File: src/rtl/db_pkg.sv
package db_pkg;
  localparam int WIN_BITS = 8;  // 0x100-byte window per doorbell
  localparam int DATA_W   = 32;

  typedef enum logic [1:0] {
    REG_RING = 2'd0,
    REG_EN   = 2'd1,
    REG_RAW  = 2'd2,
    REG_PEND = 2'd3
  } db_reg_e;
endpackage

File: src/rtl/db_decode.sv
module db_decode
  import db_pkg::*;
#(
  parameter int NUM_DB = 4,
  parameter int IDX_W  = 2,
  parameter int ADDR_W = IDX_W + WIN_BITS
) (
  input  logic              req_i,
  input  logic [ADDR_W-1:0] addr_i,
  output logic              hit_o,
  output logic [IDX_W-1:0]  idx_o,
  output db_reg_e           kind_o,
  output logic [NUM_DB-1:0] sel_o
);
  logic idx_ok;
  logic off_ok;

  assign idx_o  = addr_i[ADDR_W-1:WIN_BITS];
  assign kind_o = db_reg_e'(addr_i[3:2]);
  assign off_ok = (addr_i[WIN_BITS-1:4] == '0) && (addr_i[1:0] == 2'b00);

  generate
    if (NUM_DB == (1 << IDX_W)) begin : g_full
      assign idx_ok = 1'b1;
    end else begin : g_part
      assign idx_ok = (int'(idx_o) < NUM_DB);
    end
  endgenerate

  assign hit_o = req_i && off_ok && idx_ok;

  for (genvar n = 0; n < NUM_DB; n++) begin : g_sel
    assign sel_o[n] = hit_o && (idx_o == IDX_W'(n));
  end
endmodule

File: src/rtl/db_channel.sv
module db_channel
  import db_pkg::*;
#(
  parameter int NUM_MST = 32,
  parameter int MID_W   = 5
) (
  input  logic               clk_i,
  input  logic               rst_ni,
  input  logic               wr_i,
  input  db_reg_e            kind_i,
  input  logic [DATA_W-1:0]  wdata_i,
  input  logic [MID_W-1:0]   mid_i,
  output logic [NUM_MST-1:0] en_o,
  output logic [NUM_MST-1:0] raw_o,
  output logic [NUM_MST-1:0] pend_o,
  output logic               irq_o
);
  logic [NUM_MST-1:0] en_q, raw_q, pend_q;
  logic [NUM_MST-1:0] ring_vec, clr_vec;
  logic               mid_ok;

  generate
    if (NUM_MST == (1 << MID_W)) begin : g_mid_full
      assign mid_ok = 1'b1;
    end else begin : g_mid_part
      assign mid_ok = (int'(mid_i) < NUM_MST);
    end
  endgenerate

  always_comb begin
    ring_vec = '0;
    if (wr_i && (kind_i == REG_RING) && wdata_i[0] && mid_ok)
      ring_vec[mid_i] = 1'b1;
  end

  assign clr_vec = (wr_i && (kind_i == REG_PEND)) ? wdata_i[NUM_MST-1:0] : '0;

  always_ff @(posedge clk_i or negedge rst_ni) begin
    if (!rst_ni) begin
      en_q   <= '0;
      raw_q  <= '0;
      pend_q <= '0;
    end else begin
      if (wr_i && (kind_i == REG_EN)) en_q <= wdata_i[NUM_MST-1:0];
      // new ring wins over a clear of the same bit
      raw_q  <= (raw_q & ~clr_vec) | ring_vec;
      pend_q <= (pend_q & ~clr_vec) | (ring_vec & en_q);
    end
  end

  assign en_o   = en_q;
  assign raw_o  = raw_q;
  assign pend_o = pend_q;
  assign irq_o  = |pend_q;
endmodule

File: src/rtl/db_rdmux.sv
module db_rdmux
  import db_pkg::*;
#(
  parameter int NUM_DB  = 4,
  parameter int NUM_MST = 32,
  parameter int IDX_W   = 2,
  localparam int VEC_W  = NUM_DB * NUM_MST
) (
  input  logic              rd_i,
  input  logic [IDX_W-1:0]  idx_i,
  input  db_reg_e           kind_i,
  input  logic [VEC_W-1:0]  en_all_i,
  input  logic [VEC_W-1:0]  raw_all_i,
  input  logic [VEC_W-1:0]  pend_all_i,
  output logic [DATA_W-1:0] rdata_o
);
  always_comb begin
    rdata_o = '0;
    if (rd_i) begin
      unique case (kind_i)
        REG_EN:   rdata_o[NUM_MST-1:0] = en_all_i[int'(idx_i)*NUM_MST +: NUM_MST];
        REG_RAW:  rdata_o[NUM_MST-1:0] = raw_all_i[int'(idx_i)*NUM_MST +: NUM_MST];
        REG_PEND: rdata_o[NUM_MST-1:0] = pend_all_i[int'(idx_i)*NUM_MST +: NUM_MST];
        default:  rdata_o = '0;
      endcase
    end
  end
endmodule

File: src/rtl/doorbell_unit.sv
module doorbell_unit
  import db_pkg::*;
#(
  parameter int NUM_DB   = 4,
  parameter int NUM_MST  = 32,
  localparam int IDX_W   = (NUM_DB > 1) ? $clog2(NUM_DB) : 1,
  localparam int MID_W   = (NUM_MST > 1) ? $clog2(NUM_MST) : 1,
  localparam int ADDR_W  = IDX_W + WIN_BITS
) (
  input  logic              clk_i,
  input  logic              rst_ni,
  input  logic              req_i,
  input  logic              we_i,
  input  logic [ADDR_W-1:0] addr_i,
  input  logic [31:0]       wdata_i,
  input  logic [MID_W-1:0]  mid_i,
  output logic [31:0]       rdata_o,
  output logic [NUM_DB-1:0] irq_o
);
  localparam int VEC_W = NUM_DB * NUM_MST;

  logic              hit;
  logic [IDX_W-1:0]  idx;
  db_reg_e           kind;
  logic [NUM_DB-1:0] sel;
  logic [VEC_W-1:0]  en_all, raw_all, pend_all;

  db_decode #(
    .NUM_DB(NUM_DB),
    .IDX_W (IDX_W),
    .ADDR_W(ADDR_W)
  ) u_decode (
    .req_i (req_i),
    .addr_i(addr_i),
    .hit_o (hit),
    .idx_o (idx),
    .kind_o(kind),
    .sel_o (sel)
  );

  for (genvar n = 0; n < NUM_DB; n++) begin : g_db
    db_channel #(
      .NUM_MST(NUM_MST),
      .MID_W  (MID_W)
    ) u_chan (
      .clk_i  (clk_i),
      .rst_ni (rst_ni),
      .wr_i   (sel[n] && we_i),
      .kind_i (kind),
      .wdata_i(wdata_i),
      .mid_i  (mid_i),
      .en_o   (en_all[n*NUM_MST +: NUM_MST]),
      .raw_o  (raw_all[n*NUM_MST +: NUM_MST]),
      .pend_o (pend_all[n*NUM_MST +: NUM_MST]),
      .irq_o  (irq_o[n])
    );
  end

  db_rdmux #(
    .NUM_DB (NUM_DB),
    .NUM_MST(NUM_MST),
    .IDX_W  (IDX_W)
  ) u_rdmux (
    .rd_i      (hit && !we_i),
    .idx_i     (idx),
    .kind_i    (kind),
    .en_all_i  (en_all),
    .raw_all_i (raw_all),
    .pend_all_i(pend_all),
    .rdata_o   (rdata_o)
  );
endmodule

File: config.mk
export PLATFORM = sky130hd
export DESIGN_NAME = doorbell_unit
export DESIGN_NICKNAME = d
export VERILOG_FILES = /design/src/rtl/db_pkg.sv /design/src/rtl/db_decode.sv /design/src/rtl/db_channel.sv /design/src/rtl/db_rdmux.sv /design/src/rtl/doorbell_unit.sv
export SDC_FILE = /design/constraint.sdc
export NUM_CORES = 1
export LEC_CHECK = 0
export ABC_AREA = 1
export BUFFER_PORTS_ARGS = -buffer_cell sky130_fd_sc_hd__buf_2
export CORE_MARGIN = 1.5
export CORE_UTILIZATION = 40
export DETAILED_ROUTE_END_ITERATION = 7
export PLACE_DENSITY = 0.59
export SETUP_SLACK_MARGIN = 0.3
export SYNTH_ARGS = -nofsm -noshare
export SYNTH_HDL_FRONTEND = slang
export SYNTH_SLANG_ARGS = --single-unit
File: constraint.sdc
create_clock -name clk_i -period 4.5 [get_ports clk_i]
set_input_delay 1.125 -clock clk_i [delete_from_list [all_inputs] [get_ports clk_i]]
set_output_delay 1.125 -clock clk_i [all_outputs]
set_load 0.02 [all_outputs]
==> summary.txt <==
Yosys
  – Yosys reg bits: 384
  – Cell Area, Synth: 20880 um^2
  – Synthesized instance count: 2996
  – Yosys Warn Count: 0
  – Syn_nets: 3047
  – Synth top area share: 46.03%
  – Commonest cells post-synth: nand2_1 (1404), dfrtp_1 (384), nand4_1 (270)
  – EDFF count, synth: 0
  – Async S/R FF share, synth: 100.0%
  – Post-synthesis sequential area ratio: 46.03%
  – Synth area leader: dfrtp_1
  – Most frequent cell after synthesis: nand2_1
  – Top_reg_cell synth: dfrtp_1
  – Post-synth cell types: 17
  – Syn_area_per_cell: 6.968 um^2
  – Synth top area cells: dfrtp_1 (46%), nand2_1 (25%), nand4_1 (8.1%)

Drt
  – Antenna viol nets, final: 0
  – Detail Route met2 WL: 35930 um
  – Met1 Wirelength: 32860 um
  – Wire length per cell: 21.33 um
  – Metal3 WL: 7112 um
  – Routed vias: 20580
  – Total wire length: 78960 um
  – Initial DRC count: 2602
  – Pre-antenna DRT Iters: 6
  – Via density: 5.560
  – Residual DRC count: 0
  – Highest Signal Layer: met4

Clock tree
  – CTS Buf Count: 45
  – H-tree Lvls: 2
  – Hold_buf cts: 0
  – Clock Pin Slew Worst Setup and Hold Paths: 0.05 ns
  – CTS Root Cell: clkbuf_16
  – Setup bufs post-CTS: 0
  – Clock Tree Buf Depth: 3
  – Worst skew pair latency: 0.58 ns
  – Clk sinks: 384
  – CTS tree: done
  – PostCTS Resize Cnt: 0

Floorplanning
  – Core Region: 51410 um^2
  – Die area: 53570 um^2
  – Die height: 231.5 um
  – # IOs: 87
  – Die X: 231.5 um
  – Core Rows: 83
  – Initial Util: 40.61%

Place
  – Placer congestion estimate: 0.8674
  – Port Buffers: 86
  – Pre-CTS setup slack: 0.5462 ns
  – Post-DP Area: 22150 um^2
  – Dpl hpwl: 48040 um

Critical path
  – Worst setup EP type: primary output
  – Crit Path Max Fanout: 164
  – Critical Path Start Type: input port
  – WP data required: 3.38 ns
  – Critical path class: in2out
  – R2R cell count: 2
  – Worst EP arrival: 2.92 ns

STA
  – Final hold violations: 0
  – RSZ-0062 raised after global routing: no
  – Worst Tran Pin Value: 0.9748 ns
  – Crit path time final: 4.048 ns
  – Highest clock rate: 247.0 MHz
  – Slew Viols, Final: 0
  – Worst Skew: 0.006496 ns
  – Setup tns final: 0 ns
  – Worst Hold Slack: 0.4655 ns
  – Min setup slack post-route: 0.4521 ns
  – # setup viols final: 0
  – Final period util: 89.95%
  – Slew margin rel.: 34.78%

GRT
  – Vias in the first global route: 19780
  – Largest net degree at the start of global routing: 165
  – Gr ovfl total: 0
  – Initial antenna violation count: 2
  – Global Route Usage Sum: 29.67%
  – First-pass GRT wire length: 120800 um

Power
  – Lkg Pwr: 0.01229 uW
  – Max IR drop VDD: 0.2380 mV
  – PwrDens: 336.7 nW/um^2

Finish
  – Net count, final: 3043
  – Share of layout cells above drive strength 1: 12.62%
  – Final instance area: 23670 um^2
  – Fin util: 46.04%
  – P&R area growth vs syn: 13.37%

Run status
  – Outcome: complete, no violations

Worst hold path
  – Min-Delay Path Depth: 2
  – Min-delay worst type: reg2reg

Flow run
  – Max Cap Viol: 0
## flip-flops by register name, summed over array words and instances, names as in the netlist
register and count:
g_db.u_chan.en_o 128, g_db.u_chan.pend_o 128, g_db.u_chan.raw_o 128
## layout make-up
cell class	instances	area, um^2
Sequential cell	384	9609
Clock inverter	14	249.0
Antenna cell	1	2.502
Inverter	241	912.1
Timing Repair Buffer	148	1159
Multi-Input combinational cell	2172	9619
Tap cell	680	850.8
Clock buffer	61	1266
Fill cell	5110	27740
## layer usage
metal / up-vias / GRT usage (%)
met5: - / 0
met4: 0 / 11.48
met3: 199 / 5.623
met2: 986 / 46.88
met1: 9960 / 40.15
li1: 9431 / -
## layout by cell type, fill, tap and decap left out, drive strengths merged
| cell | synthesis | layout |
|---|---|---|
| buf | 97 | 148 |
| bufinv | 0 | 7 |
| clkbuf | 102 | 61 |
| clkinv | 1 | 8 |
| dfrtp | 384 | 384 |
| diode | 0 | 1 |
| inv | 240 | 240 |
| nand2 | 1404 | 1404 |
| nand3 | 200 | 200 |
| nand4 | 270 | 270 |
| nor2 | 118 | 118 |
| nor3 | 25 | 25 |
| o21ai | 25 | 25 |
| or2 | 130 | 130 |
## where the power goes
part	switching [uW]	total, uW	internal, uW
registers	7.26	3470	3460
clock network	1510	3860	2350
logic	461	636	175
## final timing paths
check,from,to,slack [ns]
max in group asynchronous,rst_ni,g_db[2].u_chan.en_o[23],2.92
setup reg to reg,g_db[2].u_chan.pend_o[27],g_db[2].u_chan.pend_o[27],3.81
setup / recovery,addr_i[3],rdata_o[8],0.45
hold reg to reg,g_db[2].u_chan.raw_o[19],g_db[2].u_chan.raw_o[19],0.47
min in group asynchronous,rst_ni,g_db[3].u_chan.en_o[31],0.60
hold / removal,g_db[2].u_chan.raw_o[19],g_db[2].u_chan.raw_o[19],0.47
## critical path, stage by stage
cell	delay, ns
buf_4	0.11
buf_12	0.51
or2_2	0.23
nand2_1	0.05
o21ai_0	0.32
nand2_1	0.09
nor2_1	0.14
buf_2	0.18
## through the flow
| stage | instances | power, uW |
|---|---|---|
| 2_1_floorplan | 2996 | 3864 |
| 3_3_place_gp | 3625 | 4156 |
| 3_5_place_dp | 3625 | 4159 |
| 4_1_cts | 3700 | 7999 |
| 5_1_grt | 3701 | 8202 |
| 6_report | 3701 | 7969 |
## logic make-up (layout without fill, tap and decap cells)
family          count (synthesis)  after routing  synth area share, %
flops                         384            384                46.03
other cells                     0              1                    0
compound gates                 25             25               0.5993
buf+inv                       440            464                8.445
simple gates                 2147           2147                44.93
No activity file was read; power rests on OpenSTA's default activity.
